[config.mk]
export PLATFORM = sky130hd
export DESIGN_NAME = sar_seq
export DESIGN_NICKNAME = d
export VERILOG_FILES = /design/src/rtl/sar_seq_pkg.sv /design/src/rtl/sar_tad_gen.sv /design/src/rtl/sar_bits.sv /design/src/rtl/sar_seq.sv
export SDC_FILE = /design/constraint.sdc
export NUM_CORES = 1
export LEC_CHECK = 0
export BUFFER_PORTS_ARGS = -buffer_cell sky130_fd_sc_hd__buf_2
export CAP_MARGIN = 0
export CORE_MARGIN = 4
export CORE_UTILIZATION = 45
export CTS_BUF_LIST = sky130_fd_sc_hd__clkbuf_2 sky130_fd_sc_hd__clkbuf_4 sky130_fd_sc_hd__clkbuf_8
export CTS_CLUSTER_DIAMETER = 30
export DETAILED_ROUTE_END_ITERATION = 8
export PLACE_DENSITY = 0.66
export SYNTH_ARGS = -nofsm -noshare
export SYNTH_HDL_FRONTEND = slang
export SYNTH_HIERARCHICAL = 1
export SYNTH_SLANG_ARGS = --single-unit
[constraint.sdc]
create_clock -name clk -period 2.7 [get_ports clk]
set_input_delay 0.27 -clock clk [delete_from_list [all_inputs] [get_ports clk]]
set_output_delay 0.27 -clock clk [all_outputs]
set_load 0.01 [all_outputs]
[src/rtl/sar_seq_pkg.sv]
package sar_seq_pkg;

    typedef enum logic [2:0] {
        ST_IDLE,
        ST_PRE,
        ST_ACQ,
        ST_DLY,
        ST_CONV,
        ST_DONE
    } seq_state_t;

    // the RC oscillator drives the conversion period when both low select bits are set
    function automatic logic sel_is_rc(input logic [2:0] sel);
        return sel[1] & sel[0];
    endfunction

    // log2 of the divide ratio; the select bits are rotated so the codes rank in order
    function automatic logic [3:0] sel_log2(input logic [2:0] sel);
        return 4'd1 + {1'b0, sel[1:0], sel[2]};
    endfunction

endpackage

[src/rtl/sar_tad_gen.sv]
module sar_tad_gen
    import sar_seq_pkg::*;
#(
    parameter int DIV_W = 6
) (
    input  logic       clk,
    input  logic       rst_n,
    input  logic       run_i,
    input  logic [2:0] sel_i,
    input  logic       rc_tick_i,
    output logic       tad_end_o
);
    localparam int PER_W = DIV_W + 1;

    logic [DIV_W-1:0] div_d, div_q;
    logic [PER_W-1:0] period, limit;
    logic             rc_mode;

    always_comb begin
        rc_mode   = sel_is_rc(sel_i);
        period    = PER_W'(1) << sel_log2(sel_i);
        limit     = period - PER_W'(1);
        tad_end_o = run_i && (rc_mode ? rc_tick_i : ({1'b0, div_q} >= limit));
        div_d     = (!run_i || rc_mode || tad_end_o) ? '0 : div_q + DIV_W'(1);
    end

    always_ff @(posedge clk or negedge rst_n) begin
        if (!rst_n) div_q <= '0;
        else        div_q <= div_d;
    end

    // a divided period never ends earlier than two clocks after the window opens
    assert_div_min_gap_R1: assert property (@(posedge clk) disable iff (!rst_n)
        (run_i && !rc_mode && tad_end_o) |=> !tad_end_o);

endmodule

[src/rtl/sar_bits.sv]
module sar_bits #(
    parameter int RES  = 10,
    parameter int TI_W = 4
) (
    input  logic            clk,
    input  logic            rst_n,
    input  logic            clear_i,
    input  logic            step_i,
    input  logic [TI_W-1:0] idx_i,
    input  logic            cmp_below_i,
    output logic [RES-1:0]  code_o
);
    logic [RES-1:0] code_d, code_q;

    always_comb begin
        code_d = code_q;
        if (clear_i) begin
            code_d = '0;
        end else if (step_i) begin
            for (int i = 0; i < RES; i++) begin
                // the bit tried in this period is dropped when the input is below
                if ((int'(idx_i) == RES - i) && cmp_below_i) code_d[i] = 1'b0;
                // the next lower bit is tried in the following period
                if (int'(idx_i) == RES - 1 - i) code_d[i] = 1'b1;
            end
        end
    end

    always_ff @(posedge clk or negedge rst_n) begin
        if (!rst_n) code_q <= '0;
        else        code_q <= code_d;
    end

    assign code_o = code_q;

    assert_msb_first_R6: assert property (@(posedge clk) disable iff (!rst_n)
        (step_i && !clear_i && idx_i == '0) |=> (code_q == (RES'(1) << (RES - 1))));

endmodule

[src/rtl/sar_seq.sv]
module sar_seq
    import sar_seq_pkg::*;
#(
    parameter int RES_BITS = 10,
    parameter int CNT_W    = 7,
    parameter int ICYC     = 4,
    parameter int DIV_W    = 6
) (
    input  logic                clk,
    input  logic                rst_n,
    input  logic                go_set_i,
    input  logic                go_clr_i,
    input  logic [2:0]          clk_sel_i,
    input  logic                rc_tick_i,
    input  logic                sleep_i,
    input  logic [CNT_W-1:0]    pre_cnt_i,
    input  logic [CNT_W-1:0]    acq_cnt_i,
    input  logic                cmp_below_i,
    input  logic                flag_clr_i,
    output logic                busy_o,
    output logic                precharge_o,
    output logic                acquire_o,
    output logic                hold_open_o,
    output logic [RES_BITS-1:0] dac_code_o,
    output logic [RES_BITS-1:0] result_o,
    output logic                irq_flag_o
);
    localparam int PH_W = $clog2(((2 ** CNT_W) - 1) * ICYC);
    localparam int TADS = RES_BITS + 1;
    localparam int TI_W = $clog2(TADS + 1);

    typedef struct packed {
        seq_state_t          st;
        logic [PH_W-1:0]     cnt;
        logic [TI_W-1:0]     tad;
        logic                busy;
        logic                flag;
        logic [RES_BITS-1:0] result;
    } seq_regs_t;

    seq_regs_t r_d, r_q;
    logic      tad_end, rc_mode, abort, bits_clear;

    function automatic logic [PH_W-1:0] phase_load(input logic [CNT_W-1:0] n);
        return PH_W'(n) * PH_W'(ICYC) - PH_W'(1);
    endfunction

    sar_tad_gen #(.DIV_W(DIV_W)) tad_gen_i (
        .clk       (clk),
        .rst_n     (rst_n),
        .run_i     (r_q.st == ST_CONV),
        .sel_i     (clk_sel_i),
        .rc_tick_i (rc_tick_i),
        .tad_end_o (tad_end)
    );

    assign bits_clear = (r_q.st != ST_CONV) && (r_q.st != ST_DONE);

    sar_bits #(.RES(RES_BITS), .TI_W(TI_W)) bits_i (
        .clk         (clk),
        .rst_n       (rst_n),
        .clear_i     (bits_clear),
        .step_i      (tad_end),
        .idx_i       (r_q.tad),
        .cmp_below_i (cmp_below_i),
        .code_o      (dac_code_o)
    );

    always_comb begin
        r_d     = r_q;
        rc_mode = sel_is_rc(clk_sel_i);
        abort   = go_clr_i || (sleep_i && !rc_mode);

        unique case (r_q.st)
            ST_IDLE: begin
                if (go_set_i) begin
                    r_d.busy = 1'b1;
                    if (pre_cnt_i != '0) begin
                        r_d.st  = ST_PRE;
                        r_d.cnt = phase_load(pre_cnt_i);
                    end else if (acq_cnt_i != '0) begin
                        r_d.st  = ST_ACQ;
                        r_d.cnt = phase_load(acq_cnt_i);
                    end else begin
                        r_d.st  = ST_DLY;
                        r_d.cnt = PH_W'(ICYC - 1);
                    end
                end
            end
            ST_PRE: begin
                if (r_q.cnt != '0) begin
                    r_d.cnt = r_q.cnt - PH_W'(1);
                end else if (acq_cnt_i != '0) begin
                    r_d.st  = ST_ACQ;
                    r_d.cnt = phase_load(acq_cnt_i);
                end else begin
                    r_d.st  = ST_DLY;
                    r_d.cnt = PH_W'(ICYC - 1);
                end
            end
            ST_ACQ: begin
                if (r_q.cnt != '0) begin
                    r_d.cnt = r_q.cnt - PH_W'(1);
                end else begin
                    r_d.st  = ST_DLY;
                    r_d.cnt = PH_W'(ICYC - 1);
                end
            end
            ST_DLY: begin
                if (r_q.cnt != '0) begin
                    r_d.cnt = r_q.cnt - PH_W'(1);
                end else begin
                    r_d.st  = ST_CONV;
                    r_d.tad = '0;
                end
            end
            ST_CONV: begin
                if (tad_end) begin
                    if (int'(r_q.tad) == TADS - 1) r_d.st = ST_DONE;
                    else                           r_d.tad = r_q.tad + TI_W'(1);
                end
            end
            ST_DONE: begin
                r_d.st     = ST_IDLE;
                r_d.busy   = 1'b0;
                r_d.flag   = 1'b1;
                r_d.result = dac_code_o;
            end
            default: r_d.st = ST_IDLE;
        endcase

        if (abort && r_q.st != ST_DONE) begin
            r_d.st   = ST_IDLE;
            r_d.busy = 1'b0;
        end

        if (flag_clr_i && r_q.st != ST_DONE) r_d.flag = 1'b0;
    end

    always_ff @(posedge clk or negedge rst_n) begin
        if (!rst_n) begin
            r_q.st     <= ST_IDLE;
            r_q.cnt    <= '0;
            r_q.tad    <= '0;
            r_q.busy   <= 1'b0;
            r_q.flag   <= 1'b0;
            r_q.result <= '0;
        end else begin
            r_q <= r_d;
        end
    end

    assign busy_o      = r_q.busy;
    assign precharge_o = (r_q.st == ST_PRE);
    assign acquire_o   = (r_q.st == ST_ACQ);
    assign hold_open_o = (r_q.st == ST_CONV);
    assign result_o    = r_q.result;
    assign irq_flag_o  = r_q.flag;

    assert_done_actions_R7: assert property (@(posedge clk) disable iff (!rst_n)
        (r_q.st == ST_DONE) |=> (irq_flag_o && !busy_o && result_o == $past(dac_code_o)));

    assert_clr_abort_R9: assert property (@(posedge clk) disable iff (!rst_n)
        (go_clr_i && busy_o && r_q.st != ST_DONE) |=> (!busy_o && $stable(result_o)));

    assert_sleep_abort_R8: assert property (@(posedge clk) disable iff (!rst_n)
        (sleep_i && !rc_mode && busy_o && r_q.st != ST_DONE) |=> !busy_o);

    assert_flag_hold_R10: assert property (@(posedge clk) disable iff (!rst_n)
        (irq_flag_o && !flag_clr_i) |=> irq_flag_o);

    assert_phase_excl_R3: assert property (@(posedge clk) disable iff (!rst_n)
        $onehot0({precharge_o, acquire_o, hold_open_o}));

    assert_pre_skip_R3: assert property (@(posedge clk) disable iff (!rst_n)
        (r_q.st == ST_IDLE && go_set_i && pre_cnt_i == '0 && !abort) |=> !precharge_o);

    assert_hold_busy_R6: assert property (@(posedge clk) disable iff (!rst_n)
        hold_open_o |-> busy_o);

endmodule

Yosys cells after proc, flatten, opt, wreduce, memory -nomap -nowiden
Cells that the tools add are included.
{ "classes": {"bitwise": 1, "div": 0, "mul": 0, "n_lt_le_gt_ge": 1, "n_eq_ne": 28, "shift": 1, "n_mux": 47, "add_sub_neg": 7, "n_reduce_logical": 54} }
{ "ops": {"columns": ["operator", "n"], "rows": [
  ["one-hot mux 9 bit (4 select lines)", 1],
  ["nonzero test 3 bit", 11],
  ["2-to-1 mux 10 bit", 3],
  ["== test 4 bit, second input constant", 7],
  ["2-to-1 mux 9 bit", 3],
  ["subtractor 9 x 1 -> 9 bit, second input constant", 3],
  ["2-to-1 mux 1 bit", 24],
  ["2-to-1 mux 11 bit", 2],
  ["AND reduction 2 bit", 11],
  ["2-to-1 mux 3 bit", 6],
  ["logical AND 1 bit", 15],
  ["inequality test 3 bit, second input constant", 5],
  ["one-hot mux 3 bit (5 select lines)", 1],
  ["nonzero test 7 bit", 2],
  ["2-to-1 mux 12 bit", 1],
  ["2-to-1 mux 4 bit", 3],
  ["inequality test 3 x 2 -> 1 bit, second input constant", 3],
  ["nonzero test 9 bit", 1],
  ["== test 4 x 3 -> 1 bit, second input constant", 2],
  ["inequality test 2 bit, second input constant", 4],
  ["one-hot mux 4 bit (2 select lines)", 1],
  ["greater-or-equal comparator 6 x 7 -> 1 bit", 1],
  ["left shift 1 x 4 -> 7 bit, first input constant", 1],
  ["subtractor 7 x 1 -> 7 bit, second input constant", 1],
  ["20 further kinds", 27]
]} }
{ "word_totals": {"input_bits": 25, "register_bits": 44, "latch_bits": 0, "romBits": 0, "memories": 0, "word_cells": 156, "ramBits": 0, "output_inout_bits": 25} }

Logic depth before layout (Yosys ltp)
Gate-level depths: netlist (run 1).
{ "depth": {"depth_word": 9, "ltp_mapped": 14, "ltp_nobuf": 13} }

Modules after synthesis
Netlist (run 1), hierarchy kept.
{ "modules_own_cells": {"columns": ["module", "area_per_inst_um2", "seq_area_each_um2", "n_inst", "cells_per_inst"], "rows": [
  ["sar_seq", 2055.7, 700.7, 1, 229],
  ["sar_bits", 539.3, 250.2, 1, 47],
  ["sar_tad_gen", 474.2, 150.1, 1, 53]
]} }

Least setup slack after synthesis (run 1)
OpenSTA, ideal clock, no wires.
{ "synth_timing": {"path_type": "input -> register", "startpoint": "in clk_sel_i[0]", "endpoint": "reg r_q[25] (netlist name)", "path_stages": 13, "path_slack_ns": -0.413, "path_buffers": 1, "arrival_ns": 2.989, "setup_ns": 0.125, "path_cell_list": "clkbuf_1 or3_1 ha_1 nor2_1 a32oi_1 ha_1 a21o_1 a221oi_1 a21oi_1 and4b_1 o31ai_1 o31ai_2 mux2_2"} }
{ "synth_between": {"elab_chain_len": 8, "elab_cells_between_ends": 19, "classes_between": "add/sub: 2; order compare: 1; eq/ne: 6; shift: 1; mux: 2; bitwise: 1; reduce/logical: 6"} }
{ "synth_lines": {"columns": ["item", "line", "text"], "rows": [
  ["start: declaration", "sar_seq.sv:13", "input logic [2:0] clk_sel_i,"],
  ["adder 1 x 3 -> 4 bit", "sar_seq_pkg.sv:19", "return 4'd1 + {1'b0, sel[1:0], sel[2]};"],
  ["left shift 1 x 4 -> 7 bit", "sar_tad_gen.sv:21", "period = PER_W'(1) << sel_log2(sel_i);"],
  ["subtractor 7 x 1 -> 7 bit", "sar_tad_gen.sv:22", "limit = period - PER_W'(1);"],
  ["greater-or-equal comparator 6 x 7 -> 1 bit", "sar_tad_gen.sv:23", "tad_end_o = run_i && (rc_mode ? rc_tick_i : ({1'b0, div_q} >= limit));"],
  ["2-to-1 mux 1 bit (*)", "sar_tad_gen.sv:23", null],
  ["logical AND 1 bit (*)", "sar_tad_gen.sv:23", null],
  ["named net tad_end", "sar_seq.sv:42", "logic tad_end, rc_mode, abort, bits_clear;"],
  ["inequality test 3 x 2 -> 1 bit (no line) (*)", null, null],
  ["AND reduction 6 bit (no line) (*)", null, null],
  ["end signal: assignment", "sar_seq.sv:149", "r_q <= r_d;"],
  ["end: declaration", "sar_seq.sv:41", "seq_regs_t r_d, r_q;"]
]} }
The timed path passes the listed nets; every way through them passes the cells marked *.
A chain may end at the register's enable or synchronous reset.

Worst setup path in the final report (run 1)
{ "layout_timing": {"startpoint": "in clk_sel_i[2]", "endpoint": "reg r_q[25] (netlist name)"} }
{ "layout_between": {"elab_chain_len": 8} }
{ "layout_lines": {"columns": ["item", "line"], "rows": [
  ["adder 1 x 3 -> 4 bit", "sar_seq_pkg.sv:19"],
  ["left shift 1 x 4 -> 7 bit", "sar_tad_gen.sv:21"],
  ["subtractor 7 x 1 -> 7 bit", "sar_tad_gen.sv:22"],
  ["greater-or-equal comparator 6 x 7 -> 1 bit", "sar_tad_gen.sv:23"],
  ["2-to-1 mux 1 bit", "sar_tad_gen.sv:23"],
  ["logical AND 1 bit", "sar_tad_gen.sv:23"],
  ["named net tad_end", "sar_seq.sv:42"],
  ["inequality test 3 x 2 -> 1 bit (no line)", null],
  ["AND reduction 6 bit (no line)", null]
]} }
The timed path passes the listed nets, and every way through them passes these cells.

==> impl_metrics.yaml, run 1 <==
cells_and_area:
  final_cell_area_sq_um: 3570
  layout-drive-gt1-share_pct: 30.3
  area_occupied_by_registers_sq_um: 1100
  nNetsFinal: 421
  fillCellCount: 586
  multi_input_comb_area_sq_um: 1820
  flow.area_growth_from_synthesis_pct: 16.3
  antenna_cells: 0
flow_run:
  max_cap_viol_count: 0
clock_tree:
  clkSinkCount: 44
  htree_levels: 2
  numCtsBuffers: 5
  worst_skew_pair.late_latency_ps: 300
  ctsRootBufferMaster: "sky130_fd_sc_hd__clkbuf_8"
  clk_transition_reported_paths_ps: 90
  cts_tree: "done"
  cts-root-to-sink-buffers: 2
worst_setup_path:
  critPathSlowestCell: "sky130_fd_sc_hd__or3_4"
  series_of_cell_instances_along_the_critical_path: "buf_6 -> or3_4 -> ha_4 -> nor2_2 -> a32oi_1 -> ha_1 -> a21o_1 -> a221oi_2 -> a21oi_2 -> and4b_1 -> o31ai_2 -> o31ai_2 -> mux2_2"
  crit_fanout: 3
  critical_path.startpoint_type: "input pin"
  cpPeakStageDelay_ps: 380
  criticalPathCategory: "input pin to register"
  arr_time_crit_path_ps: 2800
  cp_required_ps: 2890
  critPathCaptureType: "register"
  cpMostUsedCell: "sky130_fd_sc_hd__o31ai_2"
die:
  core-area_sq_um: 6490
  floorplan.rows: 29
  starting_utilization_of_the_core_area_pct: 47.3
  die-area_sq_um: 8210
  die-height_um: 90.6
  die_width_um: 90.6
  floorplan.io_pins: 50
drt:
  drt-vias-per-instance: 5.78
  route.antenna.remaining_nets: 0
  drcViolationCount: 0
  finalWirelength_um: 6810
  detail_route.iter0.violations: 120
  drt-wirelength-per-cell_um: 14.8
  num_vias: 2657
  pre_repair_dr_iteration_count: 4
pwr:
  peakVddDrop_mv: 0.232
  static-leakage-power_nw: 1.63
  cellPowerDensity_nw_per_um2: 458
timing:
  setup_tns_ps: 0
  slew_violations: 0
  rsz0062_at_grt: "true"
  final-hold-violation-count: 0
  tightestPinTransition_ps: 974
  max_slew_margin_pct: 35.1
  report.final.setup_viol: 0
  max_clock_freq_mhz: 382
  final_period_minus_worst_setup_slack_ps: 2620
  fin_crit_sh_pct: 96.9
  clock_skew_ps: 4.57
yosys:
  postSynthRegisterBits: 44
  synth_sequential_area_ratio_pct: 35.9
  synth_top_flop_cell: "sky130_fd_sc_hd__dfrtp_1"
  synthDominantCellAreaShare_pct: 35.9
  synthesis.area_per_instance_sq_um: 9.33
  synth_top_area_cell: "sky130_fd_sc_hd__dfrtp_1"
  ys_async_sr_fraction_pct: 100
  synth_enable_flop_cells: 0
  ys_warn_count: 6
  syn_inst: 329
  post_synth_instance_area_sq_um: 3070
  yosysUniqueCellTypes: 74
  synth.top_cells.by_area: "sky130_fd_sc_hd__dfrtp_1 36%, sky130_fd_sc_hd__ha_1 5.7%, sky130_fd_sc_hd__mux2_2 4.0%"
grt:
  grt_antenna_before_repair: 0
  grt_pass1_wl_um: 11400
  grt_util_all_layers_pct: 16.5
  sum_of_overflow_across_all_layers_after_global_routing: 0
  grt_max_degree: 45
  number_of_global_route_vias_before_repair: 2430
place:
  dp_hpwl_um: 5120
  placer_congestion_estimate: 0.854
  placement.io_buffers: 49
  post_dp_cell_area_sq_um: 3420
hold_path:
  timing.hold.worst.class: "input pin to asynchronous set/reset pin"
outcome:
  status: "finished, final reports clean"
cell usage in the layout, fill, tap and decap left out, types with 3 or more instances in the layout:
| cell type | n |
|---|---|
| sky130_fd_sc_hd__buf_2 | 48 |
| sky130_fd_sc_hd__dfrtp_1 | 44 |
| sky130_fd_sc_hd__nor2_1 | 28 |
| sky130_fd_sc_hd__a21oi_1 | 20 |
| sky130_fd_sc_hd__inv_1 | 19 |
| sky130_fd_sc_hd__buf_4 | 16 |
| sky130_fd_sc_hd__nand2_1 | 15 |
| sky130_fd_sc_hd__ha_1 | 13 |
| sky130_fd_sc_hd__nand3_1 | 11 |
| sky130_fd_sc_hd__mux2_2 | 11 |
| sky130_fd_sc_hd__o21ai_0 | 10 |
| sky130_fd_sc_hd__nor3_1 | 9 |
| sky130_fd_sc_hd__xor2_1 | 8 |
| sky130_fd_sc_hd__a211oi_1 | 6 |
| sky130_fd_sc_hd__a31oi_1 | 6 |
| sky130_fd_sc_hd__o21ai_1 | 5 |
| sky130_fd_sc_hd__clkbuf_8 | 5 |
| sky130_fd_sc_hd__nor3b_1 | 4 |
| sky130_fd_sc_hd__or3_1 | 4 |
| sky130_fd_sc_hd__nand2b_1 | 4 |
| sky130_fd_sc_hd__a311oi_1 | 4 |
| sky130_fd_sc_hd__xnor2_1 | 4 |
| sky130_fd_sc_hd__a21o_1 | 3 |
| sky130_fd_sc_hd__o31ai_1 | 3 |
| sky130_fd_sc_hd__or4_1 | 3 |
| sky130_fd_sc_hd__o21bai_1 | 3 |
| sky130_fd_sc_hd__and3_1 | 3 |
| sky130_fd_sc_hd__o31ai_2 | 3 |
| sky130_fd_sc_hd__nor4_1 | 3 |
| sky130_fd_sc_hd__o211ai_1 | 3 |
cell type report:
cell class	instances	area share [%]
inverter	19	2.00
clock inverter	2	0.981
multi-input combinational	247	50.9
tap	77	2.70
clock buffer	6	2.14
sequential	44	30.8
timing repair buffer	65	10.4
critical path, delay by kind of cell:
| family | cells | cell delay, ps |
|---|---|---|
| buffers and inverters | 1 | 90 |
| AOI/OAI and AO/OA | 6 | 1010 |
| muxes | 1 | 290 |
| adders and majority gates | 2 | 480 |
| and+or+nand+nor | 3 | 670 |
where the power goes:
part	internal [mW]	switching, mW
sequential	0.705	0.0713
clock	0.285	0.231
combinational	0.145	0.199
total	1.13	0.502
what timing repair did:
action	4_1_cts	5_1_grt
buffers inserted	0	1
resized for setup	0	5
hold buffers	0	0
setup endpoints to repair	0	7
state kept, by name (all words and copies together) (netlist names):
register         cells
busy_o               1
bits_i/code_o       10
tad_gen_i/div_q      6
r_q                 16
irq_flag_o           1
result_o            10
per-layer routing:
metal / vias to the layer above / wire [um] / track usage [%]
li1: 1337 / - / -
met1: 1240 / 3350 / 23.1
met2: 70 / 3010 / 25.8
met3: 10 / 346 / 3.58
met4: 0 / 105 / 4.72
met5: - / 0 / 0
synth_stat cells, drive strengths merged, types with 4 or more instances:
cell type	instances
a211oi	6
a21oi	22
a221oi	4
a311oi	4
a31oi	6
and3	5
buf	12
clkbuf	7
dfrtp	44
ha	14
inv	19
mux2	11
nand2	15
nand2b	4
nand3	11
nor2	29
nor3	10
nor3b	4
nor4	4
o21ai	16
o31ai	6
or3	5
or4	5
xnor2	4
xor2	8
final timing paths:
kind / cells past startpoint / slack, ps / to / start
max reg2reg: 9 / 350 / bits_i/code_o[9]$_DFFE_PN0P_ / tad_gen_i/div_q[2]$_DFF_PN0_
min: 1 / 130 / result_o[4]$_DFFE_PN0P_ / rst_n
min in group clk: 2 / 170 / irq_flag_o$_DFFE_PN0P_ / flag_clr_i
max in group asynchronous: 1 / 1980 / r_q[21]$_DFFE_PN0P_ / rst_n
max: 13 / 80 / r_q[25]$_DFFE_PN0P_ / clk_sel_i[2]
min reg2reg: 1 / 500 / result_o[6]$_DFFE_PN0P_ / result_o[6]$_DFFE_PN0P_
through the flow:
stage | power (mW) | std cells | setup slack, ps | utilization (%) | hold WS, ps
floorplan | 0.997 | 330 | 213 | - | -25.6
global placement | 1.12 | 451 | -216 | 52.7 | 468
detailed placement | 1.12 | 451 | -275 | 52.7 | 475
CTS | 1.64 | 459 | 41.8 | 54.4 | 159
global route | 1.72 | 460 | -53.7 | 55.0 | 155
finish | 1.64 | 460 | 84.4 | 55.0 | 127
logic make-up (layout without fill, tap and decap cells):
family          count (synthesis)  in the layout  synth area share [%]
compound gates                 95             95                  22.7
fa+ha+maj                      14             14                  5.71
flops                          44             44                  35.9
mux                            12             12                  4.36
xor+xnor                       12             12                  3.42
other cells                     1              2                 0.122
buf+inv                        39             92                  6.36
simple gates                  112            112                  21.4
Note: power is estimated with default switching activity, not from simulation.
==> run 2, diff against run 1 <==
--- a/config.mk
+++ b/config.mk
@@ -15,5 +15,4 @@
 export PLACE_DENSITY = 0.66
 export SYNTH_ARGS = -nofsm -noshare
 export SYNTH_HDL_FRONTEND = slang
-export SYNTH_HIERARCHICAL = 1
 export SYNTH_SLANG_ARGS = --single-unit
==> impl_metrics.yaml, run 2 <==
outcome:
  status: "finished, final reports clean"
cells_and_area:
  layout-drive-gt1-share_pct: 24.0
  largest_reg_flops: 16
  nNetsFinal: 401
  fillCellCount: 600
  largest-register: "r_q"
  final_cell_count_no_fill: 439
  antenna_cells: 0
  layout.cells.most_common: "sky130_fd_sc_hd__buf_2"
  layout_common_cells: "49 x sky130_fd_sc_hd__buf_2, 44 x sky130_fd_sc_hd__dfrtp_1, 34 x sky130_fd_sc_hd__nor2_1"
  flow.area_growth_from_synthesis_pct: 13.1
drt:
  detail_route.iter0.violations: 99
  num_vias: 2487
  drcViolationCount: 0
  finalWirelength_um: 6550
  drt-wirelength-per-cell_um: 14.9
  pre_repair_dr_iteration_count: 4
  drt-vias-per-instance: 5.67
  route.antenna.remaining_nets: 0
worst_setup_path:
  cpPeakStageDelay_ps: 520
  series_of_cell_instances_along_the_critical_path: "inv_1 -> ha_1 -> or3b_2 -> or3_1 -> nor3_4 -> o22ai_1 -> mux2_4"
  reg2reg_from: "r_q[16]$_DFFE_PN0P_"
  critical_path.top_delay_family: "simple AND/OR/NAND/NOR gates"
  setup_slack_reg_to_reg_ps: 200
  arr_time_crit_path_ps: 2690
  timing.rr.end: "r_q[12]$_DFFE_PN0P_"
  critical_path.startpoint_type: "register"
  timing.reg2reg.worst_path_depth: 7
  timing.critical_path.from: "r_q[16]$_DFFE_PN0P_"
  cp_required_ps: 2890
  criticalPathCategory: "register to register"
  path_buf_inv: 1
  critPathCaptureType: "register"
  critPathSlowestCell: "sky130_fd_sc_hd__or3b_2"
  crit_fanout: 7
place:
  dp_hpwl_um: 5020
  placement.io_buffers: 49
  placer_congestion_estimate: 0.877
  dpl.cell_count: 431
clock_tree:
  post_cts.repair.setup_buffers: 0
  worst_skew_pair.late_latency_ps: 300
  cts_tree: "done"
  cts_hold_buffers: 0
  numCtsBuffers: 5
  ctsRootBufferMaster: "sky130_fd_sc_hd__clkbuf_8"
  htree_levels: 2
  clkSinkCount: 44
  cts_repair_resize_count: 0
  clk_transition_reported_paths_ps: 90
  cts-root-to-sink-buffers: 2
timing:
  setup_tns_ps: 0
  fin_worst_hold_slack_ps: 119
  rsz0062_at_grt: "false"
  report.final.setup_viol: 0
  final-hold-violation-count: 0
  clock_skew_ps: 6.18
  fin_crit_sh_pct: 92.5
  tightestPinTransition_ps: 980
  slew_violations: 0
  final_period_minus_worst_setup_slack_ps: 2500
  max_slew_margin_pct: 34.7
  max_clock_freq_mhz: 400
die:
  floorplan.io_pins: 50
  die_width_um: 88.4
  floorplan.rows: 29
  die-height_um: 88.4
  starting_utilization_of_the_core_area_pct: 46.1
  core-area_sq_um: 6310
  die-area_sq_um: 7810
flow_run:
  max_cap_viol_count: 0
yosys:
  synth_top_area_cell: "sky130_fd_sc_hd__dfrtp_1"
  synthesis.area_per_instance_sq_um: 9.17
  netlist_top_cells_count: "44 x sky130_fd_sc_hd__dfrtp_1, 34 x sky130_fd_sc_hd__nor2_1, 20 x sky130_fd_sc_hd__o21ai_0, 17 x sky130_fd_sc_hd__inv_1, 17 x sky130_fd_sc_hd__nand2_1"
  synth_top_flop_cell: "sky130_fd_sc_hd__dfrtp_1"
  synthDominantCellAreaShare_pct: 37.9
  synth_sequential_area_ratio_pct: 37.9
  mappedNetlistNets: 357
  post_synth_instance_area_sq_um: 2910
  synth_enable_flop_cells: 0
  yosysUniqueCellTypes: 59
  synth.top_cells.by_area: "sky130_fd_sc_hd__dfrtp_1 38%, sky130_fd_sc_hd__ha_1 6.5%, sky130_fd_sc_hd__nor2_1 4.4%"
  ys_warn_count: 0
  syn_inst: 317
  yosysMostFrequentCell: "sky130_fd_sc_hd__dfrtp_1"
  postSynthRegisterBits: 44
  ys_async_sr_fraction_pct: 100
hold_path:
  timing.hold.worst.class: "input pin to asynchronous set/reset pin"
grt:
  sum_of_overflow_across_all_layers_after_global_routing: 0
  number_of_global_route_vias_before_repair: 2376
  grt_max_degree: 45
  grt_util_all_layers_pct: 18.0
  grt_antenna_before_repair: 0
  grt_pass1_wl_um: 11100
pwr:
  static-leakage-power_nw: 1.54
  peakVddDrop_mv: 0.249
  finalPower_mw: 1.46
  cellPowerDensity_nw_per_um2: 443
run 2: kinds of logic after synthesis:
| logic type | Yosys count | share of synthesized area (%) |
|---|---|---|
| muxes | 13 | 5.08 |
| and+or+nand+nor | 114 | 20.7 |
| other | 1 | 0.129 |
| buffers and inverters | 36 | 6.63 |
| DFF | 44 | 37.9 |
| adders and majority gates | 15 | 6.45 |
| xor gates and xnor gates | 13 | 3.92 |
| AOI/OAI and AO/OA | 81 | 19.2 |
run 2: layout make-up:
class	instances	area, sq um	share of cell area (%)
flip-flops and latches	44	1100	33.5
repair buffers	56	298	9.06
inverters	17	63.8	1.94
clock inverters	3	46.3	1.41
well taps	77	96.3	2.93
clock buffers	5	68.8	2.09
multi-input cells	237	1610	49.1
run 2: routing by layer:
layer  share of wire [%]  vias to the layer above  track usage (%)
met1                  47                     1173             24.4
met4                 1.5                        0             5.08
met5                   0                        -                0
li1                    -                     1235                -
met2                  46                       70             29.6
met3                 5.6                        9             2.98
run 2: worst reg2reg max path, cell delays in order (launching register included):
cell	delay, ps
sky130_fd_sc_hd__dfrtp_1	420
sky130_fd_sc_hd__inv_1	70
sky130_fd_sc_hd__ha_1	170
sky130_fd_sc_hd__or3b_2	520
sky130_fd_sc_hd__or3_1	510
sky130_fd_sc_hd__nor3_4	280
sky130_fd_sc_hd__o22ai_1	140
sky130_fd_sc_hd__mux2_4	270
run 2: worst max path at each step:
stage                     depth (start not counted)                  end  slack (ps)
after floorplan                                   9  r_q[12]$_DFFE_PN0P_         370
final                                             7  r_q[12]$_DFFE_PN0P_         200
after detailed placement                          7  r_q[12]$_DFFE_PN0P_         210
after global routing                              9  r_q[23]$_DFFE_PN0P_          50
after global placement                            7  r_q[12]$_DFFE_PN0P_         280
after CTS                                         7  r_q[12]$_DFFE_PN0P_         190
run 2: metrics by stage:
| stage | instance area [sq um] | setup WS, ps | util [%] |
|---|---|---|---|
| floorplan | 2910 | 373 | - |
| detailed placement | 3170 | 210 | 50.3 |
| CTS | 3290 | 194 | 52.1 |
| global placement | 3170 | 282 | 50.3 |
| finish | 3290 | 202 | 52.1 |
| global route | 3290 | 51.0 | 52.1 |
run 2: power by group:
group	total, mW	internal [mW]	switching, mW
sequential	0.728	0.690	0.0380
combinational	0.203	0.0890	0.114
clock	0.525	0.279	0.246
